**src/rtl/inval_probe_queue.sv**
```systemverilog
module inval_probe_queue #(
  parameter int IDXW  = 2,
  parameter int TAGW  = 2,
  parameter int DW    = 8,
  parameter int DEPTH = 8,
  parameter int AW    = IDXW + TAGW
) (
  input  logic          clk,
  input  logic          rst_n,
  input  logic          prb_valid,
  output logic          prb_ready,
  input  logic [AW-1:0] prb_addr,
  output logic          prb_ack,
  input  logic          rpl_valid,
  input  logic [AW-1:0] rpl_addr,
  input  logic [DW-1:0] rpl_data,
  output logic          fill_valid,
  output logic [DW-1:0] fill_data,
  input  logic          rd_req,
  output logic          rd_ready,
  input  logic [AW-1:0] rd_addr,
  output logic          rd_rsp_valid,
  output logic          rd_hit,
  output logic [DW-1:0] rd_data,
  input  logic          bar_req,
  output logic          bar_done
);
  localparam int LINES = 1 << IDXW;
  localparam int PW    = (DEPTH > 1) ? $clog2(DEPTH) : 1;
  localparam int CW    = $clog2(DEPTH + 1);

  logic [AW-1:0]   q_mem [DEPTH];
  logic [PW-1:0]   wr_ptr, rd_ptr;
  logic [CW-1:0]   cnt;
  logic            bar_active;

  logic [LINES-1:0] vld;
  logic [TAGW-1:0]  tag_mem [LINES];
  logic [DW-1:0]    dat_mem [LINES];

  logic            accept, pop, draining, rd_go;
  logic [AW-1:0]   head;
  logic [IDXW-1:0] h_idx, f_idx, r_idx;
  logic [TAGW-1:0] h_tag, f_tag, r_tag;

  assign prb_ready = cnt != CW'(DEPTH);
  assign accept    = prb_valid && prb_ready;
  assign prb_ack   = accept;
  assign draining  = bar_active && (cnt != '0);
  assign rd_ready  = !rpl_valid && !draining;
  assign rd_go     = rd_req && rd_ready;
  assign pop       = (cnt != '0) && !rpl_valid && !rd_go;
  assign bar_done  = bar_active && (cnt == '0);

  assign head  = q_mem[rd_ptr];
  assign h_idx = head[IDXW-1:0];
  assign h_tag = head[AW-1:IDXW];
  assign f_idx = rpl_addr[IDXW-1:0];
  assign f_tag = rpl_addr[AW-1:IDXW];
  assign r_idx = rd_addr[IDXW-1:0];
  assign r_tag = rd_addr[AW-1:IDXW];

  function automatic logic [PW-1:0] nxt(input logic [PW-1:0] p);
    return (p == PW'(DEPTH - 1)) ? '0 : p + 1'b1;
  endfunction

  always_ff @(posedge clk) begin
    if (!rst_n) begin
      wr_ptr <= '0;
      rd_ptr <= '0;
      cnt    <= '0;
    end else begin
      if (accept) wr_ptr <= nxt(wr_ptr);
      if (pop)    rd_ptr <= nxt(rd_ptr);
      case ({accept, pop})
        2'b10:   cnt <= cnt + 1'b1;
        2'b01:   cnt <= cnt - 1'b1;
        default: cnt <= cnt;
      endcase
    end
  end

  always_ff @(posedge clk) begin
    if (accept) q_mem[wr_ptr] <= prb_addr;
  end

  always_ff @(posedge clk) begin
    if (!rst_n) bar_active <= 1'b0;
    else if (bar_done) bar_active <= 1'b0;
    else if (bar_req) bar_active <= 1'b1;
  end

  always_ff @(posedge clk) begin
    if (!rst_n) vld <= '0;
    else if (rpl_valid) vld[f_idx] <= 1'b1;
    else if (pop && vld[h_idx] && tag_mem[h_idx] == h_tag) vld[h_idx] <= 1'b0;
  end

  always_ff @(posedge clk) begin
    if (rpl_valid) begin
      tag_mem[f_idx] <= f_tag;
      dat_mem[f_idx] <= rpl_data;
    end
  end

  always_ff @(posedge clk) begin
    if (!rst_n) begin
      rd_rsp_valid <= 1'b0;
      rd_hit       <= 1'b0;
      rd_data      <= '0;
      fill_valid   <= 1'b0;
      fill_data    <= '0;
    end else begin
      rd_rsp_valid <= rd_go;
      if (rd_go) begin
        rd_hit  <= vld[r_idx] && (tag_mem[r_idx] == r_tag);
        rd_data <= dat_mem[r_idx];
      end
      fill_valid <= rpl_valid;
      if (rpl_valid) fill_data <= rpl_data;
    end
  end
endmodule

```
**config.mk**
```make
export PLATFORM = sky130hd
export DESIGN_NAME = inval_probe_queue
export DESIGN_NICKNAME = d
export VERILOG_FILES = /design/src/rtl/inval_probe_queue.sv
export SDC_FILE = /design/constraint.sdc
export NUM_CORES = 1
export LEC_CHECK = 0
export BUFFER_PORTS_ARGS = -buffer_cell sky130_fd_sc_hd__buf_2
export CORE_ASPECT_RATIO = 2
export CORE_MARGIN = 5
export CORE_UTILIZATION = 53
export CTS_CLUSTER_DIAMETER = 60
export DETAILED_ROUTE_END_ITERATION = 6
export PLACE_DENSITY = 0.72
export SKIP_CTS_REPAIR_TIMING = 1
export SYNTH_ARGS = -nofsm -noshare
export SYNTH_HDL_FRONTEND = slang
export SYNTH_SLANG_ARGS = --single-unit
```
**constraint.sdc**
```tcl
create_clock -name clk -period 3.2 [get_ports clk]
set_clock_uncertainty 0.1 [all_clocks]
set_input_delay 0.64 -clock clk [delete_from_list [all_inputs] [get_ports clk]]
set_output_delay 0.64 -clock clk [all_outputs]
set_load 0.005 [all_outputs]
```
==> run metrics <==
R2R cell count=9; Overflow after GRT=0; Async SR Flop Fraction=0; # setup viols final=0; via count=2597; Worst R2R Start=cnt[1]; CTS tree=yes; post-synth cell types=40; Num CTS Buffers=9; antenna cells=0; element type at the critical path end=flop; Layout area overhead=14.8%; Period minus WS final=2.77 ns; headroom to the max-slew limit=0.476; HPWL Detailed=6190 um; DRC Markers=0; Synth Cell Area=0.00437 sq mm; Pwr Density=626 mW/mm^2; worst reg2reg endpoint=cnt[2]; last element of the critical path=cnt[2]; Area contributors post-synth=edfxtp_1 (50%), dfxtp_1 (17%), mux4_2 (7.7%); IO buf count=48; Post-DRT Antenna Nets=0; WS Path Type=flop to flop; row count=47; num ports=49; Hold Crit Start=rd_data[3]; fraction of layout cells with a size suffix above 1=0.248; die area=0.0103 sq mm; Final Hold Viols=0; die span in x=74.2 um; most common flop cell mapped by yosys=edfxtp_1; actual slew at the worst max-slew pin=0.779 ns; setup TNS=0 ns; Final Slew Violations=0; status=completed; worst-path fanout max=10; DRT Pass-1 Iters=4; Initial Utilization=0.534; H-tree depth=3; global-route wire length before repair=13400 um; Clock Path Buffers=2; vias per inst=5.63; yosys warns=0; Clock Sinks=109; largest net degree at the start of global routing=21; Arr. time, crit path=2.94 ns; count leader, synth=edfxtp_1; Layout fillers=641; Seq cells post-synth=109; Leak=1.86 nW; Final Cycle Share=0.866; r2r setup slk=0.43 ns; sequential cell area fraction in the yosys report=0.665; worst-skew pair later-pin latency=roughly 0.34 ns; die height=138 um; Synth top cells by count=edfxtp_1 (72), dfxtp_1 (37), nand2_1 (26), nor2_1 (26), mux2i_1 (24); NumNets Final=390; Max VDD drop=0.349 mV; MaxCap Viol Count=0; Tightest Hold Check Type=flop to flop; Syn Nets=334; Yosys top cell area share=0.495; drt total wl=8350 um; Synth area leader=edfxtp_1; number of global-route vias before repair=2705; critical path launch point type=flop; Worst-path clk slew=~0.070 ns; RSZ-0062 raised after global routing=false; antenna violations before repair=0; drt wl/cell=about 18 um; syn_area_per_cell=14.5 sq um; Core Area=0.00817 sq mm; data required time at the worst endpoint=3.37 ns; Pwr Total=approximately 3.1 mW; initial drt markers=between 100 and 150; RePlAce Congestion=between 0.7 and 0.8; Cells after Synth=between 300 and 400; global-route usage over all layers=0.179; Worst setup startpoint=cnt[1]; CTS Root Cell=clkbuf_16; Fmax achieved=0.361 GHz; Post-synth EDFFs=72
-- power breakdown --
group | switching (mW) | internal, mW | leakage, nW
combinational | 0.224 | 0.198 | 0.759
clock | 0.475 | 0.575 | 0.145
sequential | 0.0774 | 1.59 | 0.961
-- critical path, stage by stage (launching register included) --
cell and delay, ns:
dfxtp_1 0.39, or4b_4 0.57, nand2_1 0.28, ha_1 0.31, xor2_1 0.10, ha_1 0.19, a41oi_1 0.20, xor2_1 0.11
or3_1 0.31, a21oi_1 0.14
-- logic make-up after synthesis --
family / count (synthesis) / synth area share
flip-flops: 109 / 0.665
buffers and inverters: 16 / 0.0180
adder cells (fa/ha/maj): 6 / 0.0172
AND/OR/NAND/NOR: 85 / 0.0937
multiplexers: 41 / 0.138
AO/OA/AOI/OAI: 33 / 0.0441
XOR/XNOR: 12 / 0.0241
-- routing by layer --
layer	wire length, um	vias to the layer above	share of wire	GRT usage
li1	-	1243	-	-
met1	2840	1287	0.34	0.171
met2	5000	50	0.60	0.342
met3	305	17	0.037	0.0414
met4	202	0	0.024	0.0764
met5	0	-	0	0
-- layout make-up --
cell class	instances	area, sq um	area share
Multi-Input combinational cell	177	1390	0.276
Clock inverter	5	30.0	0.00599
Sequential cell	109	2900	0.579
Tap cell	98	123	0.0245
Clock buffer	11	254	0.0507
Inverter	5	18.8	0.00374
Timing Repair Buffer	56	300	0.0599
-- worst min-delay path by stage --
stage,to,slack [ns],cells after the start
floorplan,vld[2],0.34,1
global placement,rd_data[1],0.34,2
detailed placement,rd_data[3],0.34,2
CTS,rd_data[3],0.35,2
global route,rd_data[0],0.37,2
finish,rd_data[3],0.35,2
-- stage by stage --
stage | util | setup WS [ns] | area [sq um] | hold slack (ns) | instances
floorplan | - | 0.611 | 4370 | 0.345 | 302
global placement | 0.579 | 0.483 | 4730 | 0.340 | 445
detailed placement | 0.579 | 0.449 | 4730 | 0.345 | 445
CTS | 0.613 | 0.409 | 5010 | 0.354 | 461
global route | 0.613 | 0.232 | 5010 | 0.374 | 461
finish | 0.613 | 0.429 | 5010 | 0.349 | 461
-- placed cells by master, fill, tap and decap left out, types with 2 or more instances in the layout --
cell        n
mux2i_1    24
a41oi_1     2
nor2b_1     2
ha_1        6
or3_1       2
buf_4       8
mux4_2     15
o21ai_0     8
nand2_1    26
xnor2_1     6
and3_1      2
dfxtp_1    37
a31oi_1     3
buf_2      48
a21oi_1    16
clkinv_2    3
nor2_1     26
nand2b_1    4
nand3_1     2
nor4_1      2
nor3b_1     3
xor2_1      6
clkbuf_16  10
inv_1       5
edfxtp_1   72
nor3_1      7
and2_1      2
nand4_1     2
-- state kept, by name, summed over array words and instances (netlist names), named ones only --
signal        cells
bar_active        1
dat_mem          32
cnt               4
fill_valid        1
rd_ptr            3
tag_mem           8
rd_rsp_valid      1
fill_data         8
vld               4
rd_hit            1
wr_ptr            3
rd_data           8
q_mem            32
Power figures use the tool's default switching activity.
